===== src/rtl/wp_seq_pkg.sv =====
package wp_seq_pkg;
  localparam int CMP_W  = 15;
  localparam int BYTE_W = 8;

  localparam logic [CMP_W-1:0]  ADR_PRI = 15'h5555;
  localparam logic [CMP_W-1:0]  ADR_SEC = 15'h2AAA;
  localparam logic [BYTE_W-1:0] K_LEAD  = 8'hAA;
  localparam logic [BYTE_W-1:0] K_SECND = 8'h55;
  localparam logic [BYTE_W-1:0] K_ARM   = 8'hA0;
  localparam logic [BYTE_W-1:0] K_DSPFX = 8'h80;
  localparam logic [BYTE_W-1:0] K_DSEND = 8'h20;

  typedef enum logic [2:0] {
    M_IDLE,
    M_GOT1,
    M_GOT2,
    M_DIS3,
    M_DIS4,
    M_DIS5,
    M_DONE
  } mstate_t;
endpackage


===== src/rtl/wp_seq_matcher.sv =====
module wp_seq_matcher
  import wp_seq_pkg::*;
(
  input  logic              clk,
  input  logic              rst_n,
  input  logic              ld_vld,
  input  logic [CMP_W-1:0]  ld_addr,
  input  logic [BYTE_W-1:0] ld_data,
  input  logic              win_close,
  output logic              cmd_hit,
  output logic              arm_hit,
  output logic              disarm_hit
);
  mstate_t st_q, st_d;
  logic    st_en;
  logic    m_lead, m_secnd, m_arm, m_dspfx, m_dsend;

  assign m_lead  = (ld_addr == ADR_PRI) && (ld_data == K_LEAD);
  assign m_secnd = (ld_addr == ADR_SEC) && (ld_data == K_SECND);
  assign m_arm   = (ld_addr == ADR_PRI) && (ld_data == K_ARM);
  assign m_dspfx = (ld_addr == ADR_PRI) && (ld_data == K_DSPFX);
  assign m_dsend = (ld_addr == ADR_PRI) && (ld_data == K_DSEND);

  assign st_en = win_close | ld_vld;

  always_comb begin
    st_d       = st_q;
    cmd_hit    = 1'b0;
    arm_hit    = 1'b0;
    disarm_hit = 1'b0;
    if (win_close) begin
      st_d = M_IDLE;
    end else if (ld_vld) begin
      case (st_q)
        M_IDLE: begin
          if (m_lead) begin st_d = M_GOT1; cmd_hit = 1'b1; end
        end
        M_GOT1: begin
          if (m_secnd) begin st_d = M_GOT2; cmd_hit = 1'b1; end
          else st_d = M_IDLE;
        end
        M_GOT2: begin
          if (m_arm) begin
            st_d = M_DONE; cmd_hit = 1'b1; arm_hit = 1'b1;
          end else if (m_dspfx) begin
            st_d = M_DIS3; cmd_hit = 1'b1;
          end else st_d = M_IDLE;
        end
        M_DIS3: begin
          if (m_lead) begin st_d = M_DIS4; cmd_hit = 1'b1; end
          else st_d = M_IDLE;
        end
        M_DIS4: begin
          if (m_secnd) begin st_d = M_DIS5; cmd_hit = 1'b1; end
          else st_d = M_IDLE;
        end
        M_DIS5: begin
          if (m_dsend) begin
            st_d = M_DONE; cmd_hit = 1'b1; disarm_hit = 1'b1;
          end else st_d = M_IDLE;
        end
        default: st_d = M_DONE;
      endcase
    end
  end

  always_ff @(posedge clk or negedge rst_n) begin
    if (!rst_n)     st_q <= M_IDLE;
    else if (st_en) st_q <= st_d;
  end

  // a closed window leaves the matcher at its start state
  a_r9_close_resets: assert property (@(posedge clk) disable iff (!rst_n)
    win_close |=> (st_q == M_IDLE));

  // a completed pattern parks the matcher until the window closes
  a_r8_done_holds: assert property (@(posedge clk) disable iff (!rst_n)
    ((st_q == M_DONE) && !win_close) |=> (st_q == M_DONE));
endmodule


===== src/rtl/wp_protect_state.sv =====
module wp_protect_state (
  input  logic clk,
  input  logic rst_n,
  input  logic arm_hit,
  input  logic disarm_hit,
  input  logic prog_done,
  output logic prot,
  output logic commit_ok
);
  logic prot_q, prot_d, prot_en;
  logic arm_pend_q, arm_pend_d, arm_pend_en;
  logic dis_pend_q, dis_pend_d, dis_pend_en;

  assign arm_pend_en = arm_hit | prog_done;
  assign dis_pend_en = disarm_hit | prog_done;
  assign prot_en     = prog_done & (arm_pend_q | dis_pend_q);

  always_comb begin
    arm_pend_d = prog_done ? 1'b0 : 1'b1;
    dis_pend_d = prog_done ? 1'b0 : 1'b1;
    prot_d     = arm_pend_q;
  end

  always_ff @(posedge clk or negedge rst_n) begin
    if (!rst_n) begin
      prot_q     <= 1'b0;
      arm_pend_q <= 1'b0;
      dis_pend_q <= 1'b0;
    end else begin
      if (prot_en)     prot_q     <= prot_d;
      if (arm_pend_en) arm_pend_q <= arm_pend_d;
      if (dis_pend_en) dis_pend_q <= dis_pend_d;
    end
  end

  assign prot      = prot_q;
  assign commit_ok = !prot_q || arm_pend_q || dis_pend_q;

  // a pending arm turns protection on at the end of the write period
  a_r3_arm_at_done: assert property (@(posedge clk) disable iff (!rst_n)
    (prog_done && arm_pend_q) |=> prot_q);

  // a pending disarm turns protection off at the end of the write period
  a_r6_disarm_at_done: assert property (@(posedge clk) disable iff (!rst_n)
    (prog_done && dis_pend_q) |=> !prot_q);

  // the protect flag moves only at the end of a write period
  a_r5_prot_moves_on_done: assert property (@(posedge clk) disable iff (!rst_n)
    !prog_done |=> $stable(prot_q));
endmodule


===== src/rtl/wp_seq_detect.sv =====
module wp_seq_detect
  import wp_seq_pkg::*;
#(
  parameter int ADDR_W = 17
) (
  input  logic              clk,
  input  logic              rst_n,
  input  logic              ld_vld,
  input  logic [ADDR_W-1:0] ld_addr,
  input  logic [7:0]        ld_data,
  input  logic              win_close,
  input  logic              prog_done,
  output logic              cmd_byte,
  output logic              commit_ok,
  output logic              protect_on
);
  localparam int UPPER_W = ADDR_W - CMP_W;

  logic arm_hit, disarm_hit;

  wp_seq_matcher u_matcher (
    .clk        (clk),
    .rst_n      (rst_n),
    .ld_vld     (ld_vld),
    .ld_addr    (ld_addr[CMP_W-1:0]),
    .ld_data    (ld_data),
    .win_close  (win_close),
    .cmd_hit    (cmd_byte),
    .arm_hit    (arm_hit),
    .disarm_hit (disarm_hit)
  );

  wp_protect_state u_state (
    .clk        (clk),
    .rst_n      (rst_n),
    .arm_hit    (arm_hit),
    .disarm_hit (disarm_hit),
    .prog_done  (prog_done),
    .prot       (protect_on),
    .commit_ok  (commit_ok)
  );

  // each pattern completion is also a command byte, and at most one completes
  a_r2_hit_is_cmd: assert property (@(posedge clk) disable iff (!rst_n)
    (arm_hit || disarm_hit) |-> (cmd_byte && $onehot0({arm_hit, disarm_hit})));

  // an arm/unlock completion keeps the window committable until the write ends
  a_r4_unlock_commits: assert property (@(posedge clk) disable iff (!rst_n)
    arm_hit |=> commit_ok);

  // the width split above the compared field is well formed
  initial a_r10_addr_width: assert (UPPER_W >= 0);
endmodule


===== config.mk =====
export PLATFORM = sky130hd
export DESIGN_NAME = wp_seq_detect
export DESIGN_NICKNAME = d
export VERILOG_FILES = /design/src/rtl/wp_seq_pkg.sv /design/src/rtl/wp_seq_matcher.sv /design/src/rtl/wp_protect_state.sv /design/src/rtl/wp_seq_detect.sv
export SDC_FILE = /design/constraint.sdc
export NUM_CORES = 1
export LEC_CHECK = 0
export BUFFER_PORTS_ARGS = -buffer_cell sky130_fd_sc_hd__buf_2
export CAP_MARGIN = 25
export CORE_MARGIN = 2
export CORE_UTILIZATION = 30
export DETAILED_ROUTE_END_ITERATION = 16
export HOLD_SLACK_MARGIN = 0.05
export PLACE_DENSITY = 0.53
export SETUP_SLACK_MARGIN = 0.15
export SLEW_MARGIN = 20
export SYNTH_ARGS = -nofsm -noshare
export SYNTH_HDL_FRONTEND = slang
export SYNTH_SLANG_ARGS = --single-unit

===== constraint.sdc =====
create_clock -name clk -period 4.75 [get_ports clk]
set_clock_uncertainty 0.15 [all_clocks]
set_input_delay 0.7125 -clock clk [delete_from_list [all_inputs] [get_ports clk]]
set_output_delay 0.7125 -clock clk [all_outputs]
set_load 0.01 [all_outputs]

==> out/metrics.csv, run 1 <==
stage,metric,value,unit
power_and_ir_drop,seqPwrFrac,0.426,
worst_hold_path,hold_class,primary input to async pin,
sta,finalCritPeriodShare,0.598,
critical_path,required,3.89,ns
grt,grt_overflow,0,
detailed_routing,totalWireLength,1.56,mm
die,core-area,1940,um2
synthesis,synthDistinctLibCells,39,
sta,max_slew_margin,0.755,
die,rows,16,
power_and_ir_drop,power_switching,0.0285,mW
clocking,root_buffer,clkbuf_4,
synthesis,avgSynthCellArea,8.57,um2
synthesis,syn_inst,72,
power_and_ir_drop,power_density,151,nW/um2
clocking,htreeDepth,1,
run,maxCapViolCount,0,
detailed_routing,dr.first_iter.drc_count,17,
power_and_ir_drop,internal-power,0.0920,mW
critical_path,worstPathMaxFanout,5,
clocking,cts_tree,yes,
clocking,cts_made_buffers,3,
grt,grt_antenna_before_repair,0,
layout,antenna_cells,0,
layout,area_growth,29.6,%
sta,tns,0,ns
power_and_ir_drop,p_leak,0.341,nW
power_and_ir_drop,p_comb_frac,0.197,
power_and_ir_drop,clkPwrFrac,0.377,
detailed_routing,drc_errors,0,
detailed_routing,ant_nets,0,
clocking,ctsHoldBuffers,0,
critical_path,crit_path_end_kind,output port,
clocking,ctsResizeCount,0,
clocking,postCtsSetupBuffers,0,
die,pin_count,33,
clocking,clock-sinks,6,
critical_path,r2r_slack,2.98,ns
critical_path,critPathKind,primary input to output port,
grt,grt_pass1_wl,2.74,mm
clocking,clk_transition_reported_paths,0.04,ns
synthesis,syn_nets,102,
sta,hold_viol,0,
sta,period_needed,2.84,ns
synthesis,ys.warnings.count,0,
grt,grt_max_degree,10,
synthesis,ys_seq_elements,6,
critical_path,startpoint_type,primary input,
detailed_routing,via_per_inst,5.22,
placement,globalplace.congestion,0.761,
synthesis,ys_seq_area_frac,0.243,
detailed_routing,vias,674,
outcome,outcome,finished clean,
placement,hpwl,1.33,mm
layout,post-route-util,0.412,
die,die_area,2430,um2
sta,rsz0062_at_grt,no,
die,fp.dieW,49.3,um
sta,fmax,0.352,GHz
layout,num-nets-final,134,
sta,drv_slew,0,
placement,port-buffer-count,30,
die,fp.dieH,49.3,um
detailed_routing,wire_per_inst,12.1,um
power_and_ir_drop,ir_drop,0.0000906,V
grt,grt_pass1_vias,629,
die,start_util,0.318,
power_and_ir_drop,swShare,0.237,
detailed_routing,dr.pass1.iters,4,
layout,drive_above_1_share,0.412,
critical_path,cp.arrival,1.98,ns
sta,tightest_slew,0.366,ns
clocking,insertion_delay,0.24,ns
synthesis,syn_area,617,um2
sta,setup_viol,0,
grt,grt_usage,0.146,
clocking,cts.path.max_buffers,2,
synth_stat cells, drive strengths merged:
cell type / count / area share
nand4bb: 1 / 0.018
buf: 3 / 0.039
nand3: 3 / 0.032
nor2b: 3 / 0.034
a221oi: 1 / 0.014
o2111ai: 1 / 0.014
and4b: 1 / 0.016
inv: 4 / 0.024
a22o: 1 / 0.014
o311ai: 1 / 0.014
nor3b: 1 / 0.012
a21oi: 1 / 0.0081
nand4: 3 / 0.041
or3b: 1 / 0.014
nand4b: 1 / 0.014
o32ai: 1 / 0.014
a31oi: 4 / 0.041
nand2: 5 / 0.030
o31ai: 1 / 0.012
nor3: 7 / 0.065
nand3b: 1 / 0.012
a2111oi: 1 / 0.024
xnor2: 1 / 0.014
dfrtp: 6 / 0.24
o21ai: 2 / 0.016
nor2: 9 / 0.071
a41oi: 2 / 0.028
and4bb: 5 / 0.10
nor4bb: 1 / 0.016
power by group through the flow:
stage                     Clock (mW)  Combinational, mW  Sequential, mW
after floorplan                    0            0.00749          0.0521
after global placement             0             0.0236          0.0520
after detailed placement           0             0.0239          0.0520
after CTS                     0.0492             0.0240          0.0513
after global routing          0.0519             0.0270          0.0512
final                         0.0455             0.0238          0.0513
registers in the layout (all words and copies together) (netlist names):
| signal | count |
|---|---|
| u_matcher.st_q | 3 |
| u_state.prot | 1 |
| u_state.dis_pend_q | 1 |
| u_state.arm_pend_q | 1 |
cell type report:
class,count,area [um2]
clock buffers,3,22.5
fillers,218,1140
repair buffers,30,150
flip-flops and latches,6,150
well taps,27,33.8
inverters,4,15.0
multi-input cells,59,428
metrics by stage:
step	power (mW)	instance area, um2	hold WS, ns	cells	setup slack, ns
floorplan	0.0595	617	0.267	72	2.25
global placement	0.0757	777	0.349	126	1.93
detailed placement	0.0759	777	0.355	126	1.94
CTS	0.124	800	0.118	129	1.93
global route	0.130	800	0.118	129	1.82
finish	0.121	800	0.130	129	1.91
worst max-delay path, cell delays in order:
cell and delay [ns]:
buf_2 0.11, nor2_1 0.31, nand4b_1 0.19, nor3_2 0.25, nand2_1 0.09, a31oi_1 0.16
buf_2 0.15
cells in the final DEF, fill, tap and decap left out, types with 2 or more instances in the layout:
master	netlist	routed
nor3_1	6	6
nand4_1	2	2
dfrtp_1	6	6
nand2_1	5	5
nand3_1	2	2
nor2_1	7	7
nor2b_1	2	2
a41oi_1	2	2
inv_1	4	4
a31oi_1	4	4
and4bb_1	4	4
clkbuf_4	0	3
buf_2	1	30
routing by layer:
layer / wire, um / global-route usage
met5: 0 / 0
met4: 0 / 0.0571
met3: 117 / 0.0337
met2: 781 / 0.250
met1: 664 / 0.176
worst paths after layout:
path / from / end / depth (start not counted)
min in group clk: u_state.prot / u_state.prot / 1
worst max register to register: u_matcher.st_q[0] / u_matcher.st_q[0] / 5
max in group asynchronous: rst_n / u_state.prot / 1
worst min-delay path: rst_n / u_matcher.st_q[2] / 1
worst min register to register: u_state.prot / u_state.prot / 1
worst max-delay path: ld_data[1] / cmd_byte / 7
kinds of logic after synthesis:
logic type,after synthesis,synth area share
simple gates,42,0.479
compound gates,16,0.201
buf+inv,7,0.0629
flops,6,0.243
xor+xnor,1,0.0142
(Power assumes the default switching activity.)
==> inputs of run 2 (changes only) <==
==> constraint.sdc (replaced) <==
create_clock -name clk -period 2.7 [get_ports clk]
set_clock_uncertainty 0.15 [all_clocks]
set_input_delay 0.405 -clock clk [delete_from_list [all_inputs] [get_ports clk]]
set_output_delay 0.405 -clock clk [all_outputs]
set_load 0.01 [all_outputs]
==> out/metrics.csv, run 2 (synthesized netlist as in run 1, its figures left out) <==
stage,metric,value,unit,change
outcome,outcome,finished clean,,unchanged
die,die_area,2430,um2,unchanged
sta,hold_viol,0,,unchanged
layout,drive_above_1_share,0.413,,was 0.412
placement,port-buffer-count,30,,unchanged
layout,final_area,817,um2,was 800 um2
detailed_routing,wire_per_inst,12.3,um,was 12.1 um
grt,grt_max_degree,10,,unchanged
placement,globalplace.congestion,0.767,,was 0.761
clocking,cts.path.max_buffers,2,,unchanged
clocking,postCtsSetupBuffers,0,,unchanged
grt,grt_usage,0.154,,was 0.146
placement,place_area,785,um2,was 777 um2
detailed_routing,dr.pass1.iters,4,,unchanged
worst_hold_path,hold_depth,2,,
detailed_routing,drc_errors,0,,unchanged
grt,grt_overflow,0,,unchanged
critical_path,worstPathMaxFanout,9,,was 5
power_and_ir_drop,p_leak,0.350,nW,was 0.341 nW
layout,n_fill_cell,208,,was 218
layout,largest-register,u_matcher.st_q,,unchanged
grt,grt_pass1_vias,689,,was 629
sta,finalCritPeriodShare,0.850,,
grt,grt_antenna_before_repair,0,,unchanged
die,rows,16,,unchanged
layout,num-nets-final,136,,was 134
power_and_ir_drop,ir_drop,0.000154,V,was 0.0000906 V
die,core-area,1940,um2,unchanged
worst_hold_path,hold_class,primary input to register,,was primary input to async pin
layout,most-common-layout-cells,"buf_2, nor2_1, nor3_1, dfrtp_1, nand2_1",,unchanged
layout,antenna_cells,0,,unchanged
sta,drv_slew,0,,unchanged
layout,multi_input_area,428,um2,unchanged
die,pin_count,33,,unchanged
critical_path,crit_path_end_kind,output port,,unchanged
run,maxCapViolCount,0,,unchanged
layout,register_area,150,um2,unchanged
clocking,insertion_delay,0.24,ns,about the same
die,fp.dieH,49.3,um,unchanged
detailed_routing,via_per_inst,5.24,,was 5.22
sta,period_needed,2.29,ns,
die,start_util,0.318,,unchanged
critical_path,critPathKind,register to output port,,was primary input to output port
power_and_ir_drop,power_density,262,nW/um2,was 151 nW/um2
detailed_routing,ant_nets,0,,unchanged
clocking,ctsHoldBuffers,1,,was 0
critical_path,cp.arrival,1.74,ns,was 1.98 ns
clocking,htreeDepth,1,,unchanged
clocking,clock-sinks,6,,unchanged
clocking,clk_transition_reported_paths,0.04,ns,about the same
sta,fmax,0.436,GHz,
critical_path,startpoint_type,register,,was primary input
sta,setup_viol,0,,unchanged
sta,rsz0062_at_grt,no,,unchanged
die,fp.dieW,49.3,um,unchanged
clocking,cts_tree,yes,,unchanged
placement,hpwl,1.39,mm,was 1.33 mm
clocking,cts_made_buffers,3,,unchanged
detailed_routing,dr.first_iter.drc_count,12,,was 17
grt,grt_pass1_wl,2.94,mm,was 2.74 mm
clocking,ctsResizeCount,0,,unchanged
sta,max_slew_margin,0.770,,was 0.755
layout,mostFrequentLayoutCell,buf_2,,unchanged
detailed_routing,totalWireLength,1.61,mm,was 1.56 mm
clocking,root_buffer,clkbuf_4,,unchanged
layout,area_growth,32.5,%,was 29.6%
detailed_routing,vias,686,,was 674
layout,largest_register_ffs,3,,unchanged
sta,tightest_slew,0.345,ns,was 0.366 ns
sta,tns,0,ns,unchanged
critical_path,required,2.14,ns,was 3.89 ns
critical_path,worstRegToRegCells,5,,unchanged
-- run 2: cell count changes in the layout (fill, tap and decap cells not counted), sizes merged --
cell	before	now
dlygate4sd3	0	1
buf	30	31
-- run 2: area by class of cell --
class / count / area share
Clock buffer: 3 / 0.0276
Sequential cell: 6 / 0.184
Timing Repair Buffer: 32 / 0.205
Tap cell: 27 / 0.0413
Inverter: 4 / 0.0184
Multi-Input combinational cell: 59 / 0.524
-- run 2: path summary, 6_finish.rpt --
path | startpoint | endpoint | slack [ns]
min | prog_done | u_state.dis_pend_q | 0.21
max reg2reg | u_matcher.st_q[2] | u_matcher.st_q[0] | 0.94
max | u_matcher.st_q[2] | cmd_byte | 0.41
min reg2reg | u_state.prot | u_state.prot | 0.36
max in group asynchronous | rst_n | u_state.prot | 1.90
min in group asynchronous | rst_n | u_matcher.st_q[2] | 0.36
-- run 2: where the power goes --
group	total [mW]	internal [mW]	switching [mW]
logic	0.0442	0.0234	0.0208
registers	0.0903	0.0903	0.00000000475
clock network	0.0793	0.0501	0.0292
total	0.214	0.164	0.0500
-- run 2: metrics by stage --
step	setup slack [ns]	total power, mW	cells	util	hold WS, ns
5_1_grt	0.217	0.232	131	0.421	0.210
6_report	0.406	0.214	131	0.421	0.213
4_1_cts	0.399	0.219	131	0.421	0.205
3_3_place_gp	0.557	0.134	127	0.404	0.0810
2_1_floorplan	0.816	0.105	72	-	-0.0406
3_5_place_dp	0.564	0.135	127	0.404	0.0836
-- run 2: routing by layer --
metal | GRT usage | share of wire
met2 | 0.270 | 0.50
met1 | 0.183 | 0.44
met4 | 0.0571 | 0
met5 | 0 | 0
met3 | 0.0307 | 0.055
-- run 2: critical path, cell delays in order, from the launching register on --
cell      delay, ns
dfrtp_1        0.51
nor2b_2        0.25
nand3b_1       0.14
o21ai_1        0.20
a31oi_1        0.12
a31oi_1        0.13
buf_2          0.15
